<file path="config.mk">
export PLATFORM = sky130hd
export DESIGN_NAME = counter_channel
export DESIGN_NICKNAME = d
export VERILOG_FILES = /design/src/rtl/cntch_pkg.sv /design/src/rtl/cntch_regs.sv /design/src/rtl/cntch_core.sv /design/src/rtl/cntch_hold.sv /design/src/rtl/counter_channel.sv
export SDC_FILE = /design/constraint.sdc
export NUM_CORES = 1
export LEC_CHECK = 0
export CORE_ASPECT_RATIO = 1.5
export CORE_MARGIN = 3
export CORE_UTILIZATION = 30
export CTS_BUF_LIST = sky130_fd_sc_hd__clkbuf_16
export DETAILED_ROUTE_END_ITERATION = 10
export HOLD_SLACK_MARGIN = 0.02
export SYNTH_ARGS = -nofsm -noshare
export SYNTH_HDL_FRONTEND = slang
export SYNTH_SLANG_ARGS = --single-unit
</file>
<file path="constraint.sdc">
create_clock -name clk -period 5.9 [get_ports clk]
set_input_delay 1.18 -clock clk [delete_from_list [all_inputs] [get_ports clk]]
set_output_delay 1.18 -clock clk [all_outputs]
set_load 0.02 [all_outputs]
</file>
<file path="src/rtl/cntch_pkg.sv">
package cntch_pkg;

    localparam int BUS_W  = 32;
    localparam int ADDR_W = 12;
    localparam int BE_W   = BUS_W / 8;

    localparam logic [ADDR_W-1:0] OFS_START = 12'h120;
    localparam logic [ADDR_W-1:0] OFS_CMP   = 12'h124;
    localparam logic [ADDR_W-1:0] OFS_SNAP  = 12'h128;
    localparam logic [ADDR_W-1:0] OFS_MODE  = 12'h12C;
    localparam logic [ADDR_W-1:0] OFS_CMD   = 12'h130;
    localparam logic [ADDR_W-1:0] OFS_STAT  = 12'h134;

    localparam int CMD_LOAD_BIT  = 4;
    localparam int CMD_CAP_BIT   = 6;
    localparam int ST_MATCH_BIT  = 2;
    localparam int ST_HOLD_BIT   = 5;
    localparam int ST_OVFL_BIT   = 6;
    localparam int MODE_IE_BIT   = 3;

    typedef enum logic [1:0] {
        MODE_FREE    = 2'd0,
        MODE_LOADCTL = 2'd1,
        MODE_DIVN    = 2'd2,
        MODE_CAPCTL  = 2'd3
    } mode_e;

    typedef enum logic {
        HOLD_IDLE = 1'b0,
        HOLD_BUSY = 1'b1
    } hold_e;

    typedef enum logic [2:0] {
        STEP_IDLE   = 3'd0,
        STEP_LOAD   = 3'd1,
        STEP_INC    = 3'd2,
        STEP_DEC    = 3'd3,
        STEP_RELOAD = 3'd4
    } step_e;

endpackage

</file>
<file path="src/rtl/cntch_regs.sv">
module cntch_regs
    import cntch_pkg::*;
#(
    parameter int CW = 32
) (
    input  logic              clk,
    input  logic              rst_n,
    input  logic              bus_en,
    input  logic              bus_wr,
    input  logic [ADDR_W-1:0] bus_addr,
    input  logic [BE_W-1:0]   bus_be,
    input  logic [BUS_W-1:0]  bus_wdata,
    output logic [BUS_W-1:0]  bus_rdata,
    input  logic [CW-1:0]     cnt_val,
    input  logic [CW-1:0]     snap_val,
    input  logic              held,
    input  logic              mat,
    input  logic              ovfl,
    output logic [CW-1:0]     start_q,
    output logic [CW-1:0]     cmp_q,
    output mode_e             mode_q,
    output logic              ie_q,
    output logic              cmd_load,
    output logic              cmd_cap,
    output logic              clr_mat,
    output logic              clr_ovfl,
    output logic              rel_req
);

    localparam logic [BE_W-1:0] FULL_BE = '1;

    logic wr_ok;
    logic rd_ok;
    logic rel_read;
    logic rel_write;

    assign wr_ok = bus_en && bus_wr && (bus_be == FULL_BE);
    assign rd_ok = bus_en && !bus_wr && (bus_be == FULL_BE);

    always_ff @(posedge clk) begin
        if (!rst_n) begin
            start_q <= '0;
            cmp_q   <= '1;
            mode_q  <= MODE_FREE;
            ie_q    <= 1'b0;
        end else if (wr_ok) begin
            if (bus_addr == OFS_START) start_q <= bus_wdata[CW-1:0];
            if (bus_addr == OFS_CMP)   cmp_q   <= bus_wdata[CW-1:0];
            if (bus_addr == OFS_MODE) begin
                mode_q <= mode_e'(bus_wdata[1:0]);
                ie_q   <= bus_wdata[MODE_IE_BIT];
            end
        end
    end

    always_comb begin
        cmd_load  = wr_ok && (bus_addr == OFS_CMD)  && bus_wdata[CMD_LOAD_BIT];
        cmd_cap   = wr_ok && (bus_addr == OFS_CMD)  && bus_wdata[CMD_CAP_BIT];
        clr_mat   = wr_ok && (bus_addr == OFS_STAT) && bus_wdata[ST_MATCH_BIT];
        clr_ovfl  = wr_ok && (bus_addr == OFS_STAT) && bus_wdata[ST_OVFL_BIT];
        rel_write = wr_ok && (bus_addr == OFS_STAT) && bus_wdata[ST_HOLD_BIT];
        rel_read  = rd_ok && (bus_addr == OFS_SNAP);
        rel_req   = rel_write || rel_read;
    end

    always_comb begin
        bus_rdata = '0;
        if (rd_ok) begin
            case (bus_addr)
                OFS_START: bus_rdata = BUS_W'(start_q);
                OFS_CMP:   bus_rdata = BUS_W'(cmp_q);
                OFS_SNAP:  bus_rdata = held ? BUS_W'(snap_val) : BUS_W'(cnt_val);
                OFS_MODE: begin
                    bus_rdata[1:0]         = mode_q;
                    bus_rdata[MODE_IE_BIT] = ie_q;
                end
                OFS_STAT: begin
                    bus_rdata[ST_MATCH_BIT] = mat;
                    bus_rdata[ST_HOLD_BIT]  = held;
                    bus_rdata[ST_OVFL_BIT]  = ovfl;
                end
                default:   bus_rdata = '0;
            endcase
        end
    end

    // a write with partial byte enables leaves the stored registers unchanged
    a_r12_partial_write: assert property (@(posedge clk) disable iff (!rst_n)
        (bus_en && bus_wr && (bus_be != FULL_BE))
        |=> ($stable(start_q) && $stable(cmp_q) && $stable(mode_q) && $stable(ie_q)));

endmodule

</file>
<file path="src/rtl/cntch_core.sv">
module cntch_core
    import cntch_pkg::*;
#(
    parameter int CW = 32
) (
    input  logic          clk,
    input  logic          rst_n,
    input  logic          cnt_en,
    input  logic          count_up,
    input  logic          divn,
    input  logic          load,
    input  logic [CW-1:0] start_val,
    input  logic [CW-1:0] cmp_val,
    input  logic          clr_mat,
    output logic [CW-1:0] cnt,
    output logic          mat
);

    localparam logic [CW-1:0] TOP  = '1;
    localparam logic [CW-1:0] ZERO = '0;
    localparam logic [CW-1:0] ONE  = CW'(1);

    step_e         step;
    logic [CW-1:0] nxt;
    logic          upd;

    always_comb begin
        if (load)
            step = STEP_LOAD;
        else if (!cnt_en)
            step = STEP_IDLE;
        else if (count_up)
            step = (divn && cnt == TOP) ? STEP_RELOAD : STEP_INC;
        else
            step = (divn && cnt == ZERO) ? STEP_RELOAD : STEP_DEC;
    end

    always_comb begin
        nxt = cnt;
        upd = 1'b1;
        unique case (step)
            STEP_IDLE:   upd = 1'b0;
            STEP_LOAD:   nxt = start_val;
            STEP_RELOAD: nxt = start_val;
            STEP_INC:    nxt = cnt + ONE;
            STEP_DEC:    nxt = cnt - ONE;
            default:     upd = 1'b0;
        endcase
    end

    always_ff @(posedge clk) begin
        if (!rst_n) begin
            cnt <= '0;
            mat <= 1'b0;
        end else begin
            cnt <= nxt;
            mat <= (upd && (nxt == cmp_val)) || (mat && !clr_mat);
        end
    end

    // a load wins over counting and lands on the next cycle
    a_r4_load_wins: assert property (@(posedge clk) disable iff (!rst_n)
        load |=> (cnt == $past(start_val)));

    // with no enable and no load the count holds
    a_r3_idle_hold: assert property (@(posedge clk) disable iff (!rst_n)
        (!cnt_en && !load) |=> $stable(cnt));

    // carry in divide-by-N brings the start value, not zero
    a_r6_carry_reload: assert property (@(posedge clk) disable iff (!rst_n)
        (divn && cnt_en && count_up && !load && cnt == TOP) |=> (cnt == $past(start_val)));

    // borrow in divide-by-N brings the start value, not all ones
    a_r6_borrow_reload: assert property (@(posedge clk) disable iff (!rst_n)
        (divn && cnt_en && !count_up && !load && cnt == ZERO) |=> (cnt == $past(start_val)));

    // a new match flag only appears together with a count equal to the compare value
    a_r7_match_rise: assert property (@(posedge clk) disable iff (!rst_n)
        $rose(mat) |-> (cnt == $past(cmp_val)));

endmodule

</file>
<file path="src/rtl/cntch_hold.sv">
module cntch_hold
    import cntch_pkg::*;
#(
    parameter int CW = 32
) (
    input  logic          clk,
    input  logic          rst_n,
    input  logic          capture,
    input  logic          rel_req,
    input  logic          clr_ovfl,
    input  logic [CW-1:0] cnt,
    output logic          held,
    output logic [CW-1:0] snap,
    output logic          ovfl
);

    hold_e state;
    hold_e state_n;

    always_comb begin
        state_n = state;
        unique case (state)
            HOLD_IDLE: state_n = capture ? HOLD_BUSY : HOLD_IDLE;
            HOLD_BUSY: state_n = rel_req ? HOLD_IDLE : HOLD_BUSY;
            default:   state_n = HOLD_IDLE;
        endcase
    end

    always_ff @(posedge clk) begin
        if (!rst_n) state <= HOLD_IDLE;
        else        state <= state_n;
    end

    always_ff @(posedge clk) begin
        if (!rst_n) begin
            snap <= '0;
            ovfl <= 1'b0;
        end else begin
            if (state == HOLD_IDLE && capture) snap <= cnt;
            ovfl <= (state == HOLD_BUSY && capture) || (ovfl && !clr_ovfl);
        end
    end

    assign held = (state == HOLD_BUSY);

    // a capture from idle freezes the current count and enters hold
    a_r9_capture: assert property (@(posedge clk) disable iff (!rst_n)
        (state == HOLD_IDLE && capture) |=> (held && snap == $past(cnt)));

    // a capture during hold is lost and flagged
    a_r11_lost_capture: assert property (@(posedge clk) disable iff (!rst_n)
        (state == HOLD_BUSY && capture) |=> (ovfl && $stable(snap)));

    // without a release the hold persists
    a_r10_hold_persists: assert property (@(posedge clk) disable iff (!rst_n)
        (held && !rel_req) |=> (held && $stable(snap)));

endmodule

</file>
<file path="src/rtl/counter_channel.sv">
module counter_channel
    import cntch_pkg::*;
#(
    parameter int CW = 32
) (
    input  logic        clk,
    input  logic        rst_n,
    input  logic        bus_en,
    input  logic        bus_wr,
    input  logic [11:0] bus_addr,
    input  logic [3:0]  bus_be,
    input  logic [31:0] bus_wdata,
    output logic [31:0] bus_rdata,
    input  logic        cnt_en,
    input  logic        count_up,
    input  logic        ctl_in,
    output logic        irq
);

    logic [CW-1:0] start_q;
    logic [CW-1:0] cmp_q;
    logic [CW-1:0] cnt;
    logic [CW-1:0] snap;
    mode_e         mode_q;
    logic          ie_q;
    logic          cmd_load;
    logic          cmd_cap;
    logic          clr_mat;
    logic          clr_ovfl;
    logic          rel_req;
    logic          held;
    logic          mat;
    logic          ovfl;
    logic          ctl_q;
    logic          ctl_rise;
    logic          load;
    logic          capture;
    logic          divn;

    always_ff @(posedge clk) begin
        if (!rst_n) ctl_q <= 1'b0;
        else        ctl_q <= ctl_in;
    end

    assign ctl_rise = ctl_in && !ctl_q;
    assign load     = cmd_load || (mode_q == MODE_LOADCTL && ctl_rise);
    assign capture  = cmd_cap  || (mode_q == MODE_CAPCTL  && ctl_rise);
    assign divn     = (mode_q == MODE_DIVN);
    assign irq      = mat && ie_q;

    cntch_regs #(.CW(CW)) u_regs (
        .clk       (clk),
        .rst_n     (rst_n),
        .bus_en    (bus_en),
        .bus_wr    (bus_wr),
        .bus_addr  (bus_addr),
        .bus_be    (bus_be),
        .bus_wdata (bus_wdata),
        .bus_rdata (bus_rdata),
        .cnt_val   (cnt),
        .snap_val  (snap),
        .held      (held),
        .mat       (mat),
        .ovfl      (ovfl),
        .start_q   (start_q),
        .cmp_q     (cmp_q),
        .mode_q    (mode_q),
        .ie_q      (ie_q),
        .cmd_load  (cmd_load),
        .cmd_cap   (cmd_cap),
        .clr_mat   (clr_mat),
        .clr_ovfl  (clr_ovfl),
        .rel_req   (rel_req)
    );

    cntch_core #(.CW(CW)) u_core (
        .clk       (clk),
        .rst_n     (rst_n),
        .cnt_en    (cnt_en),
        .count_up  (count_up),
        .divn      (divn),
        .load      (load),
        .start_val (start_q),
        .cmp_val   (cmp_q),
        .clr_mat   (clr_mat),
        .cnt       (cnt),
        .mat       (mat)
    );

    cntch_hold #(.CW(CW)) u_hold (
        .clk      (clk),
        .rst_n    (rst_n),
        .capture  (capture),
        .rel_req  (rel_req),
        .clr_ovfl (clr_ovfl),
        .cnt      (cnt),
        .held     (held),
        .snap     (snap),
        .ovfl     (ovfl)
    );

    // outside load-on-control mode a control edge alone does not move an idle counter
    a_r5_ctl_ignored: assert property (@(posedge clk) disable iff (!rst_n)
        (ctl_rise && mode_q != MODE_LOADCTL && !cmd_load && !cnt_en) |=> $stable(cnt));

endmodule

</file>
**Word level (Yosys, flattened, before mapping)**

Cells that the tools add are included.

- Flip-flop bits (word level): 135
- Input port bits: 55
- Output and inout port bits: 33
- Logic and storage cells: 85

- Add/subtract/negate cells: 2
- Eq/ne operators: 16
- Mux-type cells: 18
- Bitwise logic cells: 1
- Reduce and logical (&&, ||, !) cells: 38

Operator list:

| cell | count |
|---|---|
| one-hot mux 32 bit (3 select lines) | 1 |
| one-hot mux 25 bit (3 select lines) | 1 |
| == test 12 x 9 -> 1 bit (second input constant) | 6 |
| 2-to-1 mux 32 bit | 2 |
| adder 32 x 1 -> 32 bit (second input constant) | 1 |
| == test 32 bit | 1 |
| == test 32 bit (second input constant) | 1 |
| zero test 32 bit | 1 |
| subtractor 32 x 1 -> 32 bit (second input constant) | 1 |
| logical AND 1 bit | 23 |
| one-hot mux 2 bit (4 select lines) | 2 |
| 2-to-1 mux 3 bit | 5 |
| one-hot mux 1 bit (4 select lines) | 2 |
| == test 3 x 2 -> 1 bit (second input constant) | 2 |
| AND reduction 2 bit | 3 |
| logical OR 1 bit | 5 |
| == test 2 bit (second input constant) | 2 |
| == test 4 bit (second input constant) | 1 |
| zero test 1 bit | 4 |
| OR reduction 4 bit | 1 |
| == test 3 x 1 -> 1 bit (second input constant) | 1 |
| == test 3 bit (second input constant) | 1 |
| 2-to-1 mux 1 bit | 3 |
| one-hot mux 1 bit (3 select lines) | 1 |
| other kinds (4) | 4 |

**Logic depth before layout (Yosys ltp)**

Gate-level depths: netlist of run 1.

- Word-level depth: 12
- Mapped depth: 21
- Gate-level depth less buffers: 18

**By module**

Synthesis of run 1 repeated with hierarchy kept, for this count alone.

- Cells, all modules: 1306
- Area, all modules: 10463.8 µm²

By module, submodules not included:

| module | times used | cells an instance | area an instance (µm²) | seq. area each (µm²) |
|---|---|---|---|---|
| cntch_core | 1 | 665 | 4670.7 | 660.6 |
| cntch_regs | 1 | 486 | 4341.7 | 1341.3 |
| cntch_hold | 1 | 147 | 1387.6 | 680.7 |
| counter_channel | 1 | 8 | 63.8 | 20.0 |

**Worst setup path before layout of run 1**

No wires, ideal clock.

- Path type: input to register
- From: input bus_addr[8]
- To: register u_core.mat
- Setup time: 0.069 ns
- Data arrival time: 5.941 ns
- Data required time: 5.831 ns
- Setup slack: -0.110 ns
- Stages on the path: 21
- Buffers on the path: 3
- Path through: nor4b_2 and4_1 buf_2 a211o_1 or3_1 clkbuf_1 inv_1 ha_1 clkbuf_1 a21o_1 a21oi_1 o21bai_1 a2111oi_0 o32ai_1 xor2_1 a221oi_1 nor3_1 or4_1 nor4_1 nand4_1 o21ai_1

- Longest elaborated chain between the ends: 11
- Elaborated cells between the ends (all ways): 21
- Classes of those cells: eq/ne: 7; mux: 3; reduce/logical: 11

Ends and longest elaborated chain:

| element | RTL line | source |
|---|---|---|
| start, declared | counter_channel.sv:10 | `input logic [11:0] bus_addr,` |
| == test 12 x 9 -> 1 bit | cntch_regs.sv:57 | `cmd_load = wr_ok && (bus_addr == OFS_CMD) && bus_wdata[CMD_LOAD_BIT];` |
| logical AND 1 bit (2 in series) | cntch_regs.sv:57 |  |
| logical OR 1 bit | counter_channel.sv:46 | `assign load = cmd_load \|\| (mode_q == MODE_LOADCTL && ctl_rise);` |
| 2-to-1 mux 3 bit | cntch_core.sv:28 | `if (load)` |
| == test 3 x 1 -> 1 bit or == test 3 bit (tied branches) | cntch_core.sv:41 | `unique case (step)` |
| OR reduction 2 bit (no source line) | n/a |  |
| one-hot mux 32 bit (3 select lines) | cntch_core.sv:41 |  |
| == test 32 bit | cntch_core.sv:57 | `mat <= (upd && (nxt == cmp_val)) \|\| (mat && !clr_mat);` |
| logical AND 1 bit | cntch_core.sv:57 |  |
| logical OR 1 bit * | cntch_core.sv:57 |  |
| end signal, assigned | cntch_core.sv:57 |  |
| end, declared | cntch_core.sv:16 | `output logic mat` |

Every way passes the cells marked *; elsewhere a longest branch is shown, timed or not.
A chain may end at the register's enable or synchronous reset.

**Worst setup path after layout of run 1**

- From: input bus_addr[5]
- To: register u_core.mat

Same word-level chain as after synthesis.

==> flow_metrics.py, run 1 <==
metrics = {
    "outcome": {
        "status": "complete, no violations",
    },
    "yosys": {
        "syn_avg_cell_area_sq_um": 7.52,
        "yosysWarnings": 0,
        "synth.net_count": 1264,
        "ys_ff_latch": 135,
        "synth_area_sq_um": 8860,
        "ys_types": 80,
        "netlist_instances": 1178,
        "ys_seq_area_share_pct": 30.5,
        "synth_edf_count": 0,
        "synthFlopType": "dfxtp_1",
        "async_reset_ff_share_pct": 0,
    },
    "cells_and_area": {
        "fin_nets": 1415,
        "fin_cells": 1732,
        "multi_input_area_sq_um": 5990,
        "regArea_sq_um": 2700,
        "drive_gt1_share_pct": 18.1,
        "final_area_sq_um": 11700,
        "fill_cells": 3022,
        "area_delta_synth_final_pct": 31.7,
        "antenna_cells": 0,
    },
    "sta": {
        "worst_pin_slew_ps": 1180,
        "postLayoutSetupSlackWorst_ps": 180,
        "period_minus_slack_ps": 5720,
        "clock_skew_ps": 3.40,
        "fmax_mhz": 175,
        "finalHoldViolCount": 0,
        "max-slew-margin-rel_pct": 21.1,
        "fin_crit_sh_pct": 97.0,
        "slew_violations": 0,
        "setup_viol": 0,
        "fin_tns_setup_ps": 0,
    },
    "setup_path": {
        "critPathMaxFanout": 12,
        "crit_type": "in2reg",
        "max_stage_delay_ps": 420,
        "cp_top_family": "simple AND/OR/NAND/NOR gates",
        "critPathArrivalTime_ps": 6080,
        "path_buf_inv": 4,
        "cp.required_ps": 6260,
        "cp-end-kind": "flop",
        "startpoint_type": "primary input",
        "cp_slowest_cell": "a222oi_1",
        "crit_path_cell_trace": "clkdlybuf4s50_1 -> nor3b_1 -> and4_1 -> a211o_4 -> or3_1 -> clkinvlp_4 -> buf_12 -> ha_1 -> and4_1 -> and2_1 -> a211oi_1 -> buf_4 -> o21ai_0 -> xor2_1 -> a222oi_1 -> nor2_1 -> nor4bb_2 -> nand4_1 -> nor4_2 -> nand4_1 -> o21ai_1",
    },
    "grt": {
        "grt_max_degree": 93,
        "top_usage_layer": "met2",
        "met2_usage_pct": 35.5,
        "grtUsageMet3_pct": 3.05,
        "grt_usage_pct": 20.8,
        "grt_pass1_wl_mm": 52.4,
        "overflow": 0,
        "antenna_found_initial": 0,
        "grt_pass1_vias": 9530,
        "met1_usage_pct": 24.8,
    },
    "clock_network": {
        "cts.clk_slew.worst_paths_ps": 60,
        "clock_tree.buffer_depth": 2,
        "cts_sinks": 135,
        "cts_buffers": 17,
        "h-tree-depth": 4,
        "root_buffer": "clkbuf_16",
        "cts_tree": "done",
        "insertion_delay_ps": 430,
        "cts_hold_buf": 0,
    },
    "placement": {
        "dp_slack_ps": -262,
        "place_area_sq_um": 11000,
        "routabilityCongestion": 0.973,
        "dp_hpwl_mm": 25.4,
        "port_buffers": 87,
        "placed_cells": 1698,
    },
    "floorplan": {
        "coreArea_sq_um": 28900,
        "die_w_microns": 146,
        "start_util_pct": 30.7,
        "rows": 76,
        "die_y_microns": 217,
        "dieArea_sq_um": 31700,
        "io_pins": 88,
    },
    "pwr": {
        "power.internal_mw": 1.79,
        "seqPwrFrac_pct": 39.1,
        "p_leak_nw": 4.45,
        "p_switching_mw": 0.710,
        "finalPower_mw": 2.50,
        "power_density_nw_per_um2": 214,
        "pwr-share-comb_pct": 20.7,
        "swShare_pct": 28.4,
        "ir_drop_uv": 165,
        "pwr-share-clk_pct": 40.2,
    },
    "detailed_routing": {
        "drc": 0,
        "ant_nets": 0,
        "dr.pass1.iters": 6,
        "drtIter0Drc": 1028,
        "drt_wl_total_mm": 33.8,
        "post_drt_wl_per_cell_microns": 19.5,
        "vias": 9647,
        "via_per_inst": 5.57,
    },
    "hold_path": {
        "min_path_type": "reg2reg",
    },
    "run": {
        "maxCapViolCount": 0,
    },
}
-- flip-flops by register name, summed over array words and instances (netlist names) --
register / count
ctl_q: 1
u_core.cnt: 32
u_core.mat: 1
u_hold.held: 1
u_hold.ovfl: 1
u_hold.snap: 32
u_regs.cmp_q: 32
u_regs.ie_q: 1
u_regs.mode_q: 2
u_regs.start_q: 32
-- placed cells by master (no fill, tap or decap), types with 18 or more instances in the layout --
| cell type | n |
|---|---|
| a222oi_1 | 30 |
| nand2_1 | 238 |
| mux2_2 | 31 |
| nand4_1 | 18 |
| buf_4 | 123 |
| nand3_1 | 51 |
| o21ai_0 | 31 |
| clkdlybuf4s50_1 | 86 |
| nor2_1 | 79 |
| inv_1 | 23 |
| and3_1 | 18 |
| a21oi_1 | 118 |
| ha_1 | 25 |
| dfxtp_1 | 135 |
| xor2_1 | 22 |
-- power groups by stage --
| stage | clock network, mW | registers [mW] | logic [mW] |
|---|---|---|---|
| finish | 1.01 | 0.977 | 0.518 |
| global route | 1.06 | 0.978 | 0.557 |
| CTS | 1.02 | 0.975 | 0.494 |
| detailed placement | 0 | 0.995 | 0.488 |
| global placement | 0 | 0.995 | 0.489 |
| floorplan | 0 | 0.973 | 0.274 |
-- cell type report --
type / count / area share (%)
sequential: 135 / 23.2
tap: 390 / 4.18
timing repair buffer: 214 / 16.0
multi-input combinational: 941 / 51.3
clock buffer: 17 / 3.64
clock inverter: 15 / 1.06
inverter: 20 / 0.675
-- layer usage --
metal / vias to the layer above / wire length [microns]
met3: 99 / 2070
met4: 0 / 1980
met2: 405 / 16600
met5: - / 0
met1: 4564 / 13200
li1: 4579 / -
-- logic make-up after synthesis --
logic type,count (synthesis),synth area share (%)
flops,135,30.5
fa+ha+maj,31,4.46
compound gates,326,24.6
buf+inv,102,4.69
xor+xnor,42,4.15
simple gates,502,26.7
mux,40,4.95
-- stage by stage --
| step | util [%] | hold slack, ps |
|---|---|---|
| 2_1_floorplan | - | 433 |
| 3_3_place_gp | 38.0 | 438 |
| 3_5_place_dp | 38.0 | 447 |
| 4_1_cts | 39.9 | 454 |
| 5_1_grt | 40.4 | 468 |
| 6_report | 40.4 | 453 |
-- worst reg2reg max path, stage by stage, from the launching register on --
cell and delay, ps:
dfxtp_1 410, nor4_1 470, nand4_2 190, nor3_1 200, or3_1 180, clkinvlp_4 110, buf_12 160, ha_1 340
and4_1 240, and2_1 190, a211oi_1 70, buf_4 150, o211a_4 260, o32ai_2 290, xor2_1 120, a221oi_2 280
nor3_1 90, or4_1 550, nor4_2 290, nand4_1 130, o21ai_1 120
-- final timing paths --
check / from / end / slack, ps / cells after the start
worst max-delay path: bus_addr[5] / u_core.mat$_SDFF_PN0_ / 180 / 21
worst min-delay path: u_hold.snap[17]$_SDFFE_PN0P_ / u_hold.snap[17]$_SDFFE_PN0P_ / 450 / 2
worst min register to register: u_hold.snap[17]$_SDFFE_PN0P_ / u_hold.snap[17]$_SDFFE_PN0P_ / 450 / 2
worst max register to register: u_core.cnt[5]$_SDFF_PN0_ / u_core.mat$_SDFF_PN0_ / 980 / 20
-- cells in the mapped netlist (4+ instances only) --
library cell / n / share of area (%)
nor4_1: 8 / 0.56
dfxtp_1: 135 / 30
a31oi_1: 11 / 0.78
o211ai_1: 9 / 0.76
mux2i_1: 9 / 1.0
nand2b_1: 4 / 0.28
o21ai_1: 5 / 0.28
a222oi_1: 30 / 3.4
nor3_1: 16 / 0.90
nor2_1: 81 / 3.4
clkbuf_1: 68 / 2.9
nand3_1: 51 / 2.9
mux2_2: 31 / 3.9
xnor2_1: 17 / 1.7
and4_1: 4 / 0.40
xor2_1: 25 / 2.5
and3_1: 18 / 1.3
a211oi_1: 13 / 1.1
a221oi_1: 6 / 0.59
a21oi_1: 121 / 6.8
a22oi_1: 12 / 1.0
a21o_1: 16 / 1.4
or3_1: 5 / 0.35
o21ai_0: 36 / 2.0
buf_1: 5 / 0.21
nand2_1: 238 / 10
inv_1: 20 / 0.85
nor3b_1: 8 / 0.68
nor2b_1: 13 / 0.92
nand4_1: 18 / 1.3
buf_2: 5 / 0.28
o21bai_1: 11 / 0.93
o22ai_1: 10 / 0.71
and2_1: 13 / 0.92
o21a_1: 6 / 0.51
or2_2: 4 / 0.28
ha_1: 30 / 4.2
-- timing repair --
item	CTS	global route
setup endpoints to repair	0	2
gates resized for setup	0	30
setup buffers	0	2
Power figures use the tool's default switching activity.
==> inputs of run 2 (changes only) <==
- ABC_AREA: unset -> 1
==> run 2 against run 1 <==
First-iteration DRC count decreased by 29%. Sequential power shrank 2.8%. Clock-buffer cell count unchanged. Utilization down 3.7 points. Sequential cell count unchanged. Global-route usage down 0.84 points. Area after synthesis grew 6.4%. Hold slack gained 17 ps. Worst setup slack better by 420 ps. Via count grew 6.2%.
==> flow_metrics.py, run 2 <==
metrics = {
    "outcome": {
        "status": "complete, no violations",
    },
    "setup_path": {
        "critPathArrivalTime_ps": 5670,
        "cp_top_family": "simple AND/OR/NAND/NOR gates",
        "cp.required_ps": 6270,
        "cp_slowest_cell": "ha_1",
        "cp-end-kind": "flop",
        "startpoint_type": "primary input",
        "max_stage_delay_ps": 510,
        "crit_start": "bus_addr[8]",
        "reg2reg_depth": 27,
        "crit_type": "in2reg",
        "cp.depth": 29,
        "critPathMaxFanout": 17,
        "path_buf_inv": 4,
        "r2r-start": "u_core.cnt[19]$_SDFF_PN0_",
    },
    "hold_path": {
        "min_path_type": "reg2reg",
        "min-delay-start": "u_hold.snap[4]$_SDFFE_PN0P_",
        "whs_path_depth": 2,
    },
    "yosys": {
        "yosys.area_share.simple_pct": 36.9,
        "synth_top_area_cell": "dfxtp_1",
        "ys_ff_latch": 135,
        "async_reset_ff_share_pct": 0,
        "yosysWarnings": 0,
        "synth.area.top_cells": "dfxtp_1 29%, nand2_1 16%, nor2_1 8.7%",
        "yosys.area.top_type_share_pct": 28.7,
        "synth-compound-area-share_pct": 18.3,
        "synth.net_count": 1636,
        "synth_edf_count": 0,
        "synth_top_family_by_area": "simple AND/OR/NAND/NOR gates",
        "synth_area_sq_um": 9430,
        "synthXorXnorAreaFrac_pct": 0.836,
        "syn_avg_cell_area_sq_um": 6.08,
        "synth_mux_area_share_pct": 0,
        "netlist_instances": 1550,
        "synth.most_common_cell": "nand2_1",
        "synth_fa_ha_area_share_pct": 4.19,
        "ys_types": 47,
        "ys_seq_area_share_pct": 28.7,
        "synth_common_cells": "402 x nand2_1, 218 x nor2_1, 191 x inv_1, 135 x dfxtp_1, 124 x nand3_1",
        "synthFlopType": "dfxtp_1",
    },
    "clock_network": {
        "postCtsSetupBuffers": 0,
        "cts_hold_buf": 0,
        "cts_resized": 0,
        "cts_sinks": 135,
        "cts_buffers": 17,
        "cts_tree": "done",
        "cts.clk_slew.worst_paths_ps": 60,
        "insertion_delay_ps": 430,
        "root_buffer": "clkbuf_16",
        "clock_tree.buffer_depth": 2,
        "h-tree-depth": 4,
    },
    "sta": {
        "rsz0062_at_grt": "false",
        "finalHoldViolCount": 0,
        "period_minus_slack_ps": 5300,
        "slew_violations": 0,
        "clock_skew_ps": 9.44,
        "fin_tns_setup_ps": 0,
        "setup_viol": 0,
        "fmax_mhz": 189,
        "fin_crit_sh_pct": 89.9,
        "max-slew-margin-rel_pct": 24.4,
        "worst_pin_slew_ps": 1130,
    },
    "grt": {
        "grt_pass1_vias": 10100,
        "overflow": 0,
        "grt_usage_pct": 19.9,
        "grt_pass1_wl_mm": 53.0,
        "grt_max_degree": 55,
        "antenna_found_initial": 0,
    },
    "floorplan": {
        "die_y_microns": 223,
        "start_util_pct": 30.8,
        "die_w_microns": 151,
        "rows": 78,
        "dieArea_sq_um": 33600,
        "coreArea_sq_um": 30600,
        "io_pins": 88,
    },
    "detailed_routing": {
        "dr.pass1.iters": 5,
        "via_per_inst": 5.06,
        "drt_wl_total_mm": 33.6,
        "post_drt_wl_per_cell_microns": 16.6,
        "drc": 0,
        "ant_nets": 0,
        "drtIter0Drc": 727,
        "vias": 10200,
    },
    "cells_and_area": {
        "fin_util_pct": 36.7,
        "drive_gt1_share_pct": 6.46,
        "area_delta_synth_final_pct": 19.1,
        "final_cell_mix": "401 x nand2_1, 217 x nor2_1, 191 x inv_1",
        "layout_commonest_cell": "nand2_1",
        "fill_cells": 3410,
        "fin_nets": 1698,
        "antenna_cells": 0,
    },
    "placement": {
        "dp_hpwl_mm": 25.8,
        "routabilityCongestion": 0.966,
        "port_buffers": 87,
    },
    "pwr": {
        "p_leak_nw": 5.36,
        "power_density_nw_per_um2": 214,
        "ir_drop_uv": 174,
    },
    "run": {
        "maxCapViolCount": 0,
    },
}
## run 2: cell types whose count changed in the layout (fill, tap and decap cells not counted), moves of 31 or more
cell	change
buf_4	-106
nand2_1	+163
o21ai_0	+81
nor2_1	+138
nand3_1	+73
mux2_2	-31
inv_1	+168
## run 2: power by group
group / total, mW / switching, mW / internal (mW)
logic: 0.382 / 0.248 / 0.133
registers: 0.950 / 0.0233 / 0.926
clock network: 1.07 / 0.469 / 0.599
total: 2.40 / 0.741 / 1.66
## run 2: layout make-up
cell class,count,area (sq um),area share [%]
clock buffer,17,425,3.79
clock inverter,15,164,1.46
inverter,196,738,6.57
multi-input combinational,1157,5690,50.6
sequential,135,2700,24.1
tap,400,500,4.46
timing repair buffer,105,1010,9.02
## run 2: logic make-up (layout without fill, tap and decap cells)
logic type,after synthesis,after routing
compound gates,299,299
xor+xnor,9,9
fa+ha+maj,31,31
buf+inv,258,333
flops,135,135
simple gates,818,818
## run 2: worst paths after layout
path                                               endpoint  slack, ps
worst min-delay path            u_hold.snap[4]$_SDFFE_PN0P_        470
worst max-delay path                  u_core.mat$_SDFF_PN0_        600
worst max register to register        u_core.mat$_SDFF_PN0_       1430
worst min register to register  u_hold.snap[4]$_SDFFE_PN0P_        470
## run 2: stage by stage
step	std cells	hold WS (ps)	setup WS (ps)	power, mW	cell area, sq um
2_1_floorplan	1550	440	1520	1.22	9430
3_3_place_gp	1993	447	109	1.35	10600
3_5_place_dp	1993	459	109	1.35	10600
4_1_cts	2025	469	569	2.41	11200
5_1_grt	2025	490	59.0	2.50	11200
6_report	2025	470	597	2.40	11200
## run 2: metal layers
layer	share of wire (%)	GRT usage [%]	routed length, microns	vias up
li1	-	-	-	5203
met1	43	24.4	14500	4711
met2	50	35.3	16700	280
met3	4.2	2.42	1390	51
met4	3.1	7.41	1040	0
met5	0	0	0	-
## run 2: worst min-delay path: cells and delay by family, from the launching register on
kind / cells / cell delay (ps)
flip-flops: 1 / 310
AND/OR/NAND/NOR: 1 / 60
AO/OA/AOI/OAI: 1 / 60
